<file path="config.mk">
export PLATFORM = sky130hd
export DESIGN_NAME = seg_guard
export DESIGN_NICKNAME = d
export VERILOG_FILES = /design/src/rtl/seg_guard_pkg.sv /design/src/rtl/seg_class.sv /design/src/rtl/seg_offset.sv /design/src/rtl/seg_limit_cmp.sv /design/src/rtl/seg_guard.sv
export SDC_FILE = /design/constraint.sdc
export NUM_CORES = 1
export LEC_CHECK = 0
export BUFFER_PORTS_ARGS = -buffer_cell sky130_fd_sc_hd__buf_2
export CORE_AREA = 4 4 115 128
export DETAILED_ROUTE_END_ITERATION = 8
export DIE_AREA = 0 0 119 132
export PLACE_DENSITY = 0.81
export SYNTH_ARGS = -nofsm -noshare
export SYNTH_HDL_FRONTEND = slang
export SYNTH_SLANG_ARGS = --single-unit
</file>
<file path="constraint.sdc">
create_clock -name clk_i -period 1 [get_ports clk_i]
set_clock_uncertainty 0.15 [all_clocks]
set_input_delay 0.2 -clock clk_i [delete_from_list [all_inputs] [get_ports clk_i]]
set_output_delay 0.2 -clock clk_i [all_outputs]
set_load 0.02 [all_outputs]
</file>
<file path="src/rtl/seg_guard_pkg.sv">
package seg_guard_pkg;
  localparam int SEG_IDX_W = 4;
  localparam int NARROW_W  = 16;
  localparam int DATA_LAST = 6;

  localparam logic [1:0] MODE_RD = 2'd0;
  localparam logic [1:0] MODE_WR = 2'd1;

  function automatic logic seg_is_exempt(input logic [SEG_IDX_W-1:0] idx);
    return (idx >= SEG_IDX_W'(6)) && (idx <= SEG_IDX_W'(9));
  endfunction

  function automatic logic seg_is_data(input logic [SEG_IDX_W-1:0] idx);
    return idx <= SEG_IDX_W'(DATA_LAST);
  endfunction
endpackage

</file>
<file path="src/rtl/seg_class.sv">
module seg_class
  import seg_guard_pkg::*;
#(
  parameter int SEL_W = 16
) (
  input  logic [SEG_IDX_W-1:0] seg_idx_i,
  input  logic [SEL_W-1:0]     seg_sel_i,
  input  logic                 attr_wr_i,
  input  logic                 attr_rd_i,
  input  logic [1:0]           acc_mode_i,
  input  logic                 store_chk_i,
  output logic                 is_data_o,
  output logic                 null_flt_o,
  output logic                 rights_flt_o
);
  logic wr_like;

  assign is_data_o  = seg_is_data(seg_idx_i);
  assign null_flt_o = (seg_sel_i == '0) && !seg_is_exempt(seg_idx_i);

  assign wr_like = (acc_mode_i == MODE_WR) || store_chk_i;

  always_comb begin
    rights_flt_o = 1'b0;
    if (is_data_o) begin
      if (wr_like && !attr_wr_i)                 rights_flt_o = 1'b1;
      if (acc_mode_i == MODE_RD && !attr_rd_i)   rights_flt_o = 1'b1;
    end
  end
endmodule

</file>
<file path="src/rtl/seg_offset.sv">
module seg_offset
  import seg_guard_pkg::*;
#(
  parameter int ADDR_W = 32,
  parameter int SIZE_W = 4
) (
  input  logic [ADDR_W-1:0] vaddr_i,
  input  logic [ADDR_W-1:0] seg_base_i,
  input  logic              cs_dsize_i,
  input  logic              asize_ovr_i,
  input  logic [SIZE_W-1:0] acc_size_i,
  output logic [ADDR_W-1:0] off_o,
  output logic [ADDR_W:0]   end_o
);
  localparam int END_W = ADDR_W + 1;

  logic [ADDR_W-1:0] diff;
  logic              narrow;

  assign diff   = vaddr_i - seg_base_i;
  assign narrow = (cs_dsize_i == asize_ovr_i);

  generate
    if (ADDR_W > NARROW_W) begin : g_wrap
      assign off_o = narrow ? {{(ADDR_W-NARROW_W){1'b0}}, diff[NARROW_W-1:0]} : diff;
    end else begin : g_flat
      assign off_o = diff;
    end
  endgenerate

  // widened so the end offset cannot wrap
  assign end_o = {1'b0, off_o} + END_W'(acc_size_i) - END_W'(1);
endmodule

</file>
<file path="src/rtl/seg_limit_cmp.sv">
module seg_limit_cmp #(
  parameter int ADDR_W = 32
) (
  input  logic [ADDR_W-1:0] off_i,
  input  logic [ADDR_W:0]   end_i,
  input  logic [ADDR_W-1:0] limit_i,
  input  logic              expdn_i,
  output logic              limit_flt_o
);
  logic [ADDR_W:0] lim_w;
  logic            off_above, end_above;

  assign lim_w     = {1'b0, limit_i};
  assign off_above = {1'b0, off_i} > lim_w;
  assign end_above = end_i > lim_w;

  assign limit_flt_o = expdn_i ? (!off_above || !end_above)
                               : ( off_above ||  end_above);
endmodule

</file>
<file path="src/rtl/seg_guard.sv">
module seg_guard
  import seg_guard_pkg::*;
#(
  parameter int ADDR_W = 32,
  parameter int SEL_W  = 16,
  parameter int SIZE_W = 4
) (
  input  logic                 clk_i,
  input  logic                 rst_ni,
  input  logic                 req_valid_i,
  input  logic                 prot_en_i,
  input  logic                 long_mode_i,
  input  logic [SEG_IDX_W-1:0] seg_idx_i,
  input  logic [SEL_W-1:0]     seg_sel_i,
  input  logic                 attr_wr_i,
  input  logic                 attr_rd_i,
  input  logic                 attr_expdn_i,
  input  logic [ADDR_W-1:0]    seg_base_i,
  input  logic [ADDR_W-1:0]    seg_limit_i,
  input  logic                 cs_dsize_i,
  input  logic                 asize_ovr_i,
  input  logic [ADDR_W-1:0]    vaddr_i,
  input  logic [SIZE_W-1:0]    acc_size_i,
  input  logic [1:0]           acc_mode_i,
  input  logic                 store_chk_i,
  output logic                 rsp_valid_o,
  output logic                 gp_fault_o,
  output logic [ADDR_W-1:0]    lin_off_o
);
  logic              is_data, null_flt, rights_flt, limit_flt;
  logic [ADDR_W-1:0] off;
  logic [ADDR_W:0]   end_off;
  logic              active, flt_d;
  logic [ADDR_W-1:0] off_d;

  seg_class #(.SEL_W(SEL_W)) u_class (
    .seg_idx_i    (seg_idx_i),
    .seg_sel_i    (seg_sel_i),
    .attr_wr_i    (attr_wr_i),
    .attr_rd_i    (attr_rd_i),
    .acc_mode_i   (acc_mode_i),
    .store_chk_i  (store_chk_i),
    .is_data_o    (is_data),
    .null_flt_o   (null_flt),
    .rights_flt_o (rights_flt)
  );

  seg_offset #(.ADDR_W(ADDR_W), .SIZE_W(SIZE_W)) u_off (
    .vaddr_i     (vaddr_i),
    .seg_base_i  (seg_base_i),
    .cs_dsize_i  (cs_dsize_i),
    .asize_ovr_i (asize_ovr_i),
    .acc_size_i  (acc_size_i),
    .off_o       (off),
    .end_o       (end_off)
  );

  seg_limit_cmp #(.ADDR_W(ADDR_W)) u_lim (
    .off_i       (off),
    .end_i       (end_off),
    .limit_i     (seg_limit_i),
    .expdn_i     (attr_expdn_i && is_data),
    .limit_flt_o (limit_flt)
  );

  assign active = prot_en_i && !long_mode_i;
  assign flt_d  = active && (null_flt || rights_flt || limit_flt);
  assign off_d  = active ? off : vaddr_i;

  always_ff @(posedge clk_i or negedge rst_ni) begin
    if (!rst_ni) begin
      rsp_valid_o <= 1'b0;
      gp_fault_o  <= 1'b0;
      lin_off_o   <= '0;
    end else begin
      rsp_valid_o <= req_valid_i;
      if (req_valid_i) begin
        gp_fault_o <= flt_d;
        lin_off_o  <= off_d;
      end
    end
  end


  rsp_follow_chk: assert property (@(posedge clk_i) disable iff (!rst_ni)
    req_valid_i |=> rsp_valid_o);

  rsp_idle_chk: assert property (@(posedge clk_i) disable iff (!rst_ni)
    !req_valid_i |=> (!rsp_valid_o && $stable(gp_fault_o) && $stable(lin_off_o)));

  bypass_chk: assert property (@(posedge clk_i) disable iff (!rst_ni)
    (req_valid_i && (!prot_en_i || long_mode_i)) |=> (!gp_fault_o && lin_off_o == $past(vaddr_i)));

  null_flt_chk: assert property (@(posedge clk_i) disable iff (!rst_ni)
    (req_valid_i && prot_en_i && !long_mode_i && seg_sel_i == '0 && !seg_is_exempt(seg_idx_i))
      |=> gp_fault_o);

  rights_flt_chk: assert property (@(posedge clk_i) disable iff (!rst_ni)
    (req_valid_i && prot_en_i && !long_mode_i && seg_is_data(seg_idx_i) && !attr_wr_i &&
     (acc_mode_i == MODE_WR || store_chk_i)) |=> gp_fault_o);
endmodule

</file>
==> summary.md, run 1 <==
| Metric | Value |
|---|---|
| Ranking of synthesized cells by area | `ha_1 25%, dfrtp_1 13%, inv_1 6.6%, a21oi_1 5.4%, a21o_1 5.4%` |
| TritonCTS Buffers | `5` |
| Synth warnings | `0` |
| Avg Synthesized Cell Area | `7.52 sq um` |
| Largest area contributor in the netlist | `ha_1` |
| EDFF count, synth | `0` |
| Die H | `132 microns` |
| Detailed Place HPWL | `20300 microns` |
| Clock buffer depth | `2` |
| Largest net degree at the start of global routing | `35` |
| Ports | `167` |
| Synth top area share | `24.7%` |
| Top-count cell post-synth | `ha_1` |
| Starting Density | `48.4%` |
| Synthesized Nets | `1139` |
| Max H-tree Level | `2` |
| Synth Register Bits | `34` |
| Die X | `119 microns` |
| Cells after Synth | `874` |
| Unique masters post-synth | `66` |
| Global-route usage over all layers | `65.3%` |
| Gpl congestion | `1.00` |
| Dpl ws | `-5.34 ns` |
| Most used flip-flop cell after synthesis | `dfrtp_1` |
| Clock sinks | `34` |
| Worst setup endpoint GRT | `gp_fault_o$_DFFE_PN0P_/D` |
| Most frequent cells after synthesis | `130 x ha_1, 115 x inv_1, 80 x nand2_1, 71 x a21oi_1, 55 x nor2_1` |
| Core Rows | `45` |
| Global route overflow | `59` |
| Register area share after synthesis | `12.9%` |
| Async set-reset flop share out of synthesis | `100%` |
| IO Port Bufs | `166` |
| Run Error | `[ERROR GRT-0232] Routing congestion too high. Check the congestion heatmap in the GUI.` |
| Root Driver | `clkbuf_16` |
| Synth Cell Area | `0.00657 sq mm` |
| Status | `aborted with a tool error` |
| Fail Step | `5_1_grt` |
| WEP type | `sequential cell input` |
## metrics by stage
| step | util [%] | std cells | cell area (sq um) | setup TNS (ns) |
|---|---|---|---|---|
| 3_3_place_gp | 72.6 | 1474 | 9850 | -59.12 |
| 3_5_place_dp | 72.6 | 1474 | 9850 | -61.61 |
| 2_1_floorplan | - | 874 | 6860 | -45.23 |
| 4_1_cts | 81.0 | 1524 | 11000 | -53.92 |
## per-layer routing
metal	GRT usage, %	overflow
met4	66.9	22
met3	49.8	1
met1	63.2	1
met5	7.50	0
met2	84.0	35
## repair_timing
action                     CTS
hold buffers                 1
gates cloned                 1
setup buffers               46
pin swaps                   62
gates resized for setup    157
setup endpoints to repair   67
hold endpoints to repair    34
## cell families after synthesis
logic type,Yosys count,synth area share [%]
compound gates,265,27.3
xor+xnor,56,7.46
fa+ha+maj,132,25.4
buf+inv,130,7.42
flops,34,12.9
mux,9,1.45
simple gates,248,18.1
==> run 2, diff against run 1 <==
--- a/config.mk
+++ b/config.mk
@@ -6,10 +6,10 @@
 export NUM_CORES = 1
 export LEC_CHECK = 0
 export BUFFER_PORTS_ARGS = -buffer_cell sky130_fd_sc_hd__buf_2
-export CORE_AREA = 4 4 115 128
+export CORE_AREA = 4 4 134 136
 export DETAILED_ROUTE_END_ITERATION = 8
-export DIE_AREA = 0 0 119 132
-export PLACE_DENSITY = 0.81
+export DIE_AREA = 0 0 138 140
+export PLACE_DENSITY_LB_ADDON = 0.15
 export SYNTH_ARGS = -nofsm -noshare
 export SYNTH_HDL_FRONTEND = slang
 export SYNTH_SLANG_ARGS = --single-unit
==> constraint.sdc (replaced) <==
create_clock -name clk_i -period 1.3 [get_ports clk_i]
set_clock_uncertainty 0.15 [all_clocks]
set_input_delay 0.26 -clock clk_i [delete_from_list [all_inputs] [get_ports clk_i]]
set_output_delay 0.26 -clock clk_i [all_outputs]
set_load 0.02 [all_outputs]
==> summary.md, run 2 <==
| Metric | Value |
|---|---|
| Status | `complete, but fails checks (was aborted with a tool error)` |
| Failing checks | `negative setup slack` |
| Clock power frac | `9.0%` |
| DRT Wirelength | `23600 microns` |
| Crit Path Category | `in -> reg` |
| Global-route usage over all layers | `23.6%` |
| Nets | `1601` |
| Max reg flops | `32` |
| IO Port Bufs | `166 (unchanged)` |
| Crit path max-delay cell type | `a2111oi_4` |
| Post-route minimum period | `5.82 ns` |
| Area Growth Syn to Fin | `66.1%` |
| Post-DRT Antenna Nets | `0` |
| Synth warnings | `0 (unchanged)` |
| Final Max Slew Viols | `0` |
| Synth Register Bits | `34 (unchanged)` |
| Top-count cell post-synth | `ha_1 (unchanged)` |
| Worst path max stage delay | `0.39 ns` |
| 1st-pass router iterations | `5` |
| Synth top area share | `24.7% (unchanged)` |
| # fillers | `1498` |
| Layer with the highest usage | `met2` |
| Die ar. | `0.0193 sq mm` |
| Top reg by flops | `lin_off_o` |
| EDFF count, synth | `0 (unchanged)` |
| Pint | `7680 uW` |
| Setup Viol. Count Final | `31` |
| First-pass GRT wire length | `38200 microns` |
| Hold Crit Class | `in -> reg` |
| Async set-reset flop share out of synthesis | `100% (unchanged)` |
| Cells after Synth | `874 (unchanged)` |
| Clock slew at reported path FFs | `0.05 ns` |
| Avg Synthesized Cell Area | `7.52 sq um (unchanged)` |
| Part of the cycle the worst path needs | `447%` |
| P per Cell Area | `1230 mW/mm^2` |
| Maximum vdd drop | `0.000843 V` |
| Synth Cell Area | `0.00657 sq mm (unchanged)` |
| Initial antenna violation count | `0` |
| Root Driver | `clkbuf_16 (unchanged)` |
| Regs by FF count | `lin_off_o: 32 flops, gp_fault_o: 1 flops, rsp_valid_o: 1 flops` |
| Largest net degree at the start of global routing | `35` |
| Kind of end point of the critical path | `flop` |
| CP Max Fanout | `4` |
| Crit path required time | `1.36 ns` |
| DR vias/cell | `5.11` |
| Detailed Place HPWL | `19600 microns (was 20300 microns)` |
| Ranking of synthesized cells by area | `ha_1 25%, dfrtp_1 13%, inv_1 6.6%, a21oi_1 5.4%, a21o_1 5.4% (unchanged)` |
| Final hold vios | `0` |
| Final hold slack | `0.0998 ns` |
| Most used flip-flop cell after synthesis | `dfrtp_1 (unchanged)` |
| Routing usage on met2 | `44.5%` |
| Most common cell after layout, fill and taps aside | `buf_4` |
| GR Util met1 | `27.4%` |
| Slew HR | `72.5%` |
| Core Rows | `48 (was 45)` |
| Pleak | `0.00594 uW` |
| Placed cells | `1529 (was 1474)` |
| Clock sinks | `34 (unchanged)` |
| CTS tree | `yes` |
| Vias in the first global route | `8125` |
| Switching part of the total | `42.9%` |
| Starting Density | `38.8% (was 48.4%)` |
| Initial DRC Count | `311` |
| Multi-input gate area | `0.00594 sq mm` |
| Worst skew pair latency | `0.28 ns` |
| TritonCTS Buffers | `5 (unchanged)` |
| Most frequent cells after synthesis | `130 x ha_1, 115 x inv_1, 80 x nand2_1, 71 x a21oi_1, 55 x nor2_1 (unchanged)` |
| Ant diodes | `0` |
| Ports | `167 (unchanged)` |
| RSZ-0062 raised after global routing | `yes` |
| Via Count | `7976` |
| Global route overflow | `0` |
| Fmax | `172 MHz` |
| DRC | `0` |
| Final WS setup | `-4.52 ns` |
| Die H | `140 microns (was 132 microns)` |
| Clock buffer depth | `2 (unchanged)` |
| Gpl congestion | `0.907 (was 1.00)` |
| Worst EP arrival | `5.87 ns` |
| Synthesized Nets | `1139 (unchanged)` |
| Die X | `138 microns (was 119 microns)` |
| Sequential Area | `851 sq um` |
| Final Power | `13400 uW` |
| Sequential share of power | `9.4%` |
| Met3 usage | `4.20%` |
| Most frequent cells in the layout | `282 x buf_4, 164 x buf_2, 114 x ha_1` |
| Comb power frac | `81.7%` |
| Layout cells sized above 1 | `44.7%` |
| Unique masters post-synth | `66 (unchanged)` |
| Register area share after synthesis | `12.9% (unchanged)` |
| Crit start category | `input pin` |
| Max H-tree Level | `2 (unchanged)` |
| Largest area contributor in the netlist | `ha_1 (unchanged)` |
| Core area | `0.0169 sq mm` |
| Max cap viols | `0` |
| Sw power | `5770 uW` |
| Non-Filler Instances | `1560` |
| Worst slew pin tran | `0.409 ns` |
| DR WL/cell | `15.2 microns` |
run 2: layout make-up:
class | instances | share of cell area, %
inverters | 115 | 4.11
flip-flops and latches | 34 | 7.79
multi-input cells | 710 | 54.4
well taps | 225 | 2.58
clock buffers | 6 | 1.27
repair buffers | 470 | 29.9
run 2: worst max-delay path, delay by kind of cell:
kind	cells	cell delay [ns]
AOI/OAI and AO/OA	15	2.92
xor gates and xnor gates	2	0.23
adders and majority gates	4	1.09
buffers and inverters	4	0.24
muxes	2	0.39
and+or+nand+nor	6	0.71
run 2: through the flow:
| step | area (sq um) | TNS, ns | worst slack, ns | utilization (%) |
|---|---|---|---|---|
| floorplan | 6840 | -37.57 | -4.42 | - |
| global placement | 10100 | -51.88 | -4.81 | 59.4 |
| detailed placement | 10100 | -53.14 | -4.98 | 59.4 |
| CTS | 10600 | -40.38 | -4.50 | 62.6 |
| global route | 10900 | -46.28 | -4.95 | 64.5 |
| finish | 10900 | -42.31 | -4.52 | 64.5 |
run 2: repair_timing:
action,CTS,global route
pin swaps,57,62
setup endpoints to repair,32,32
resized for setup,62,49
hold buffers,1,0
setup buffers,13,15
endpoints found under the hold margin,34,0
run 2: layer usage:
| layer | vias up | part of all wire [%] |
|---|---|---|
| met5 | - | 0 |
| met1 | 3688 | 40 |
| met3 | 36 | 5.2 |
| met4 | 0 | 2.7 |
| li1 | 4040 | - |
| met2 | 212 | 52 |
run 2: worst paths after layout:
check                               from  cells after the start       endpoint  slack (ns)
max                           vaddr_i[0]                     33     gp_fault_o       -4.52
min                          vaddr_i[25]                      3  lin_off_o[25]         0.1
max reg2reg                lin_off_o[24]                      3  lin_off_o[24]        0.23
min reg2reg                 lin_off_o[7]                      1   lin_off_o[7]        0.36
max in group asynchronous         rst_ni                      3   lin_off_o[9]        0.47
min in group asynchronous         rst_ni                      3  lin_off_o[22]        0.33
run 2: cells by family (layout without fill, tap and decap cells):
kind of cell | after synthesis | in the layout | share of synthesized area (%)
adders and majority gates | 132 | 132 | 25.4
DFF | 34 | 34 | 12.9
muxes | 9 | 9 | 1.45
and+or+nand+nor | 248 | 248 | 18.1
xor gates and xnor gates | 56 | 56 | 7.46
buffers and inverters | 130 | 591 | 7.42
AOI/OAI and AO/OA | 265 | 265 | 27.3
run 2: power by group through the flow:
stage	clock (uW)	sequential (uW)	combinational [uW]
after floorplan	0	1430	5760
after global placement	0	1280	9970
after detailed placement	0	1280	10100
after CTS	1230	1260	10600
after global routing	1270	1280	12200
final	1200	1260	11000
Power figures use the tool's default switching activity.
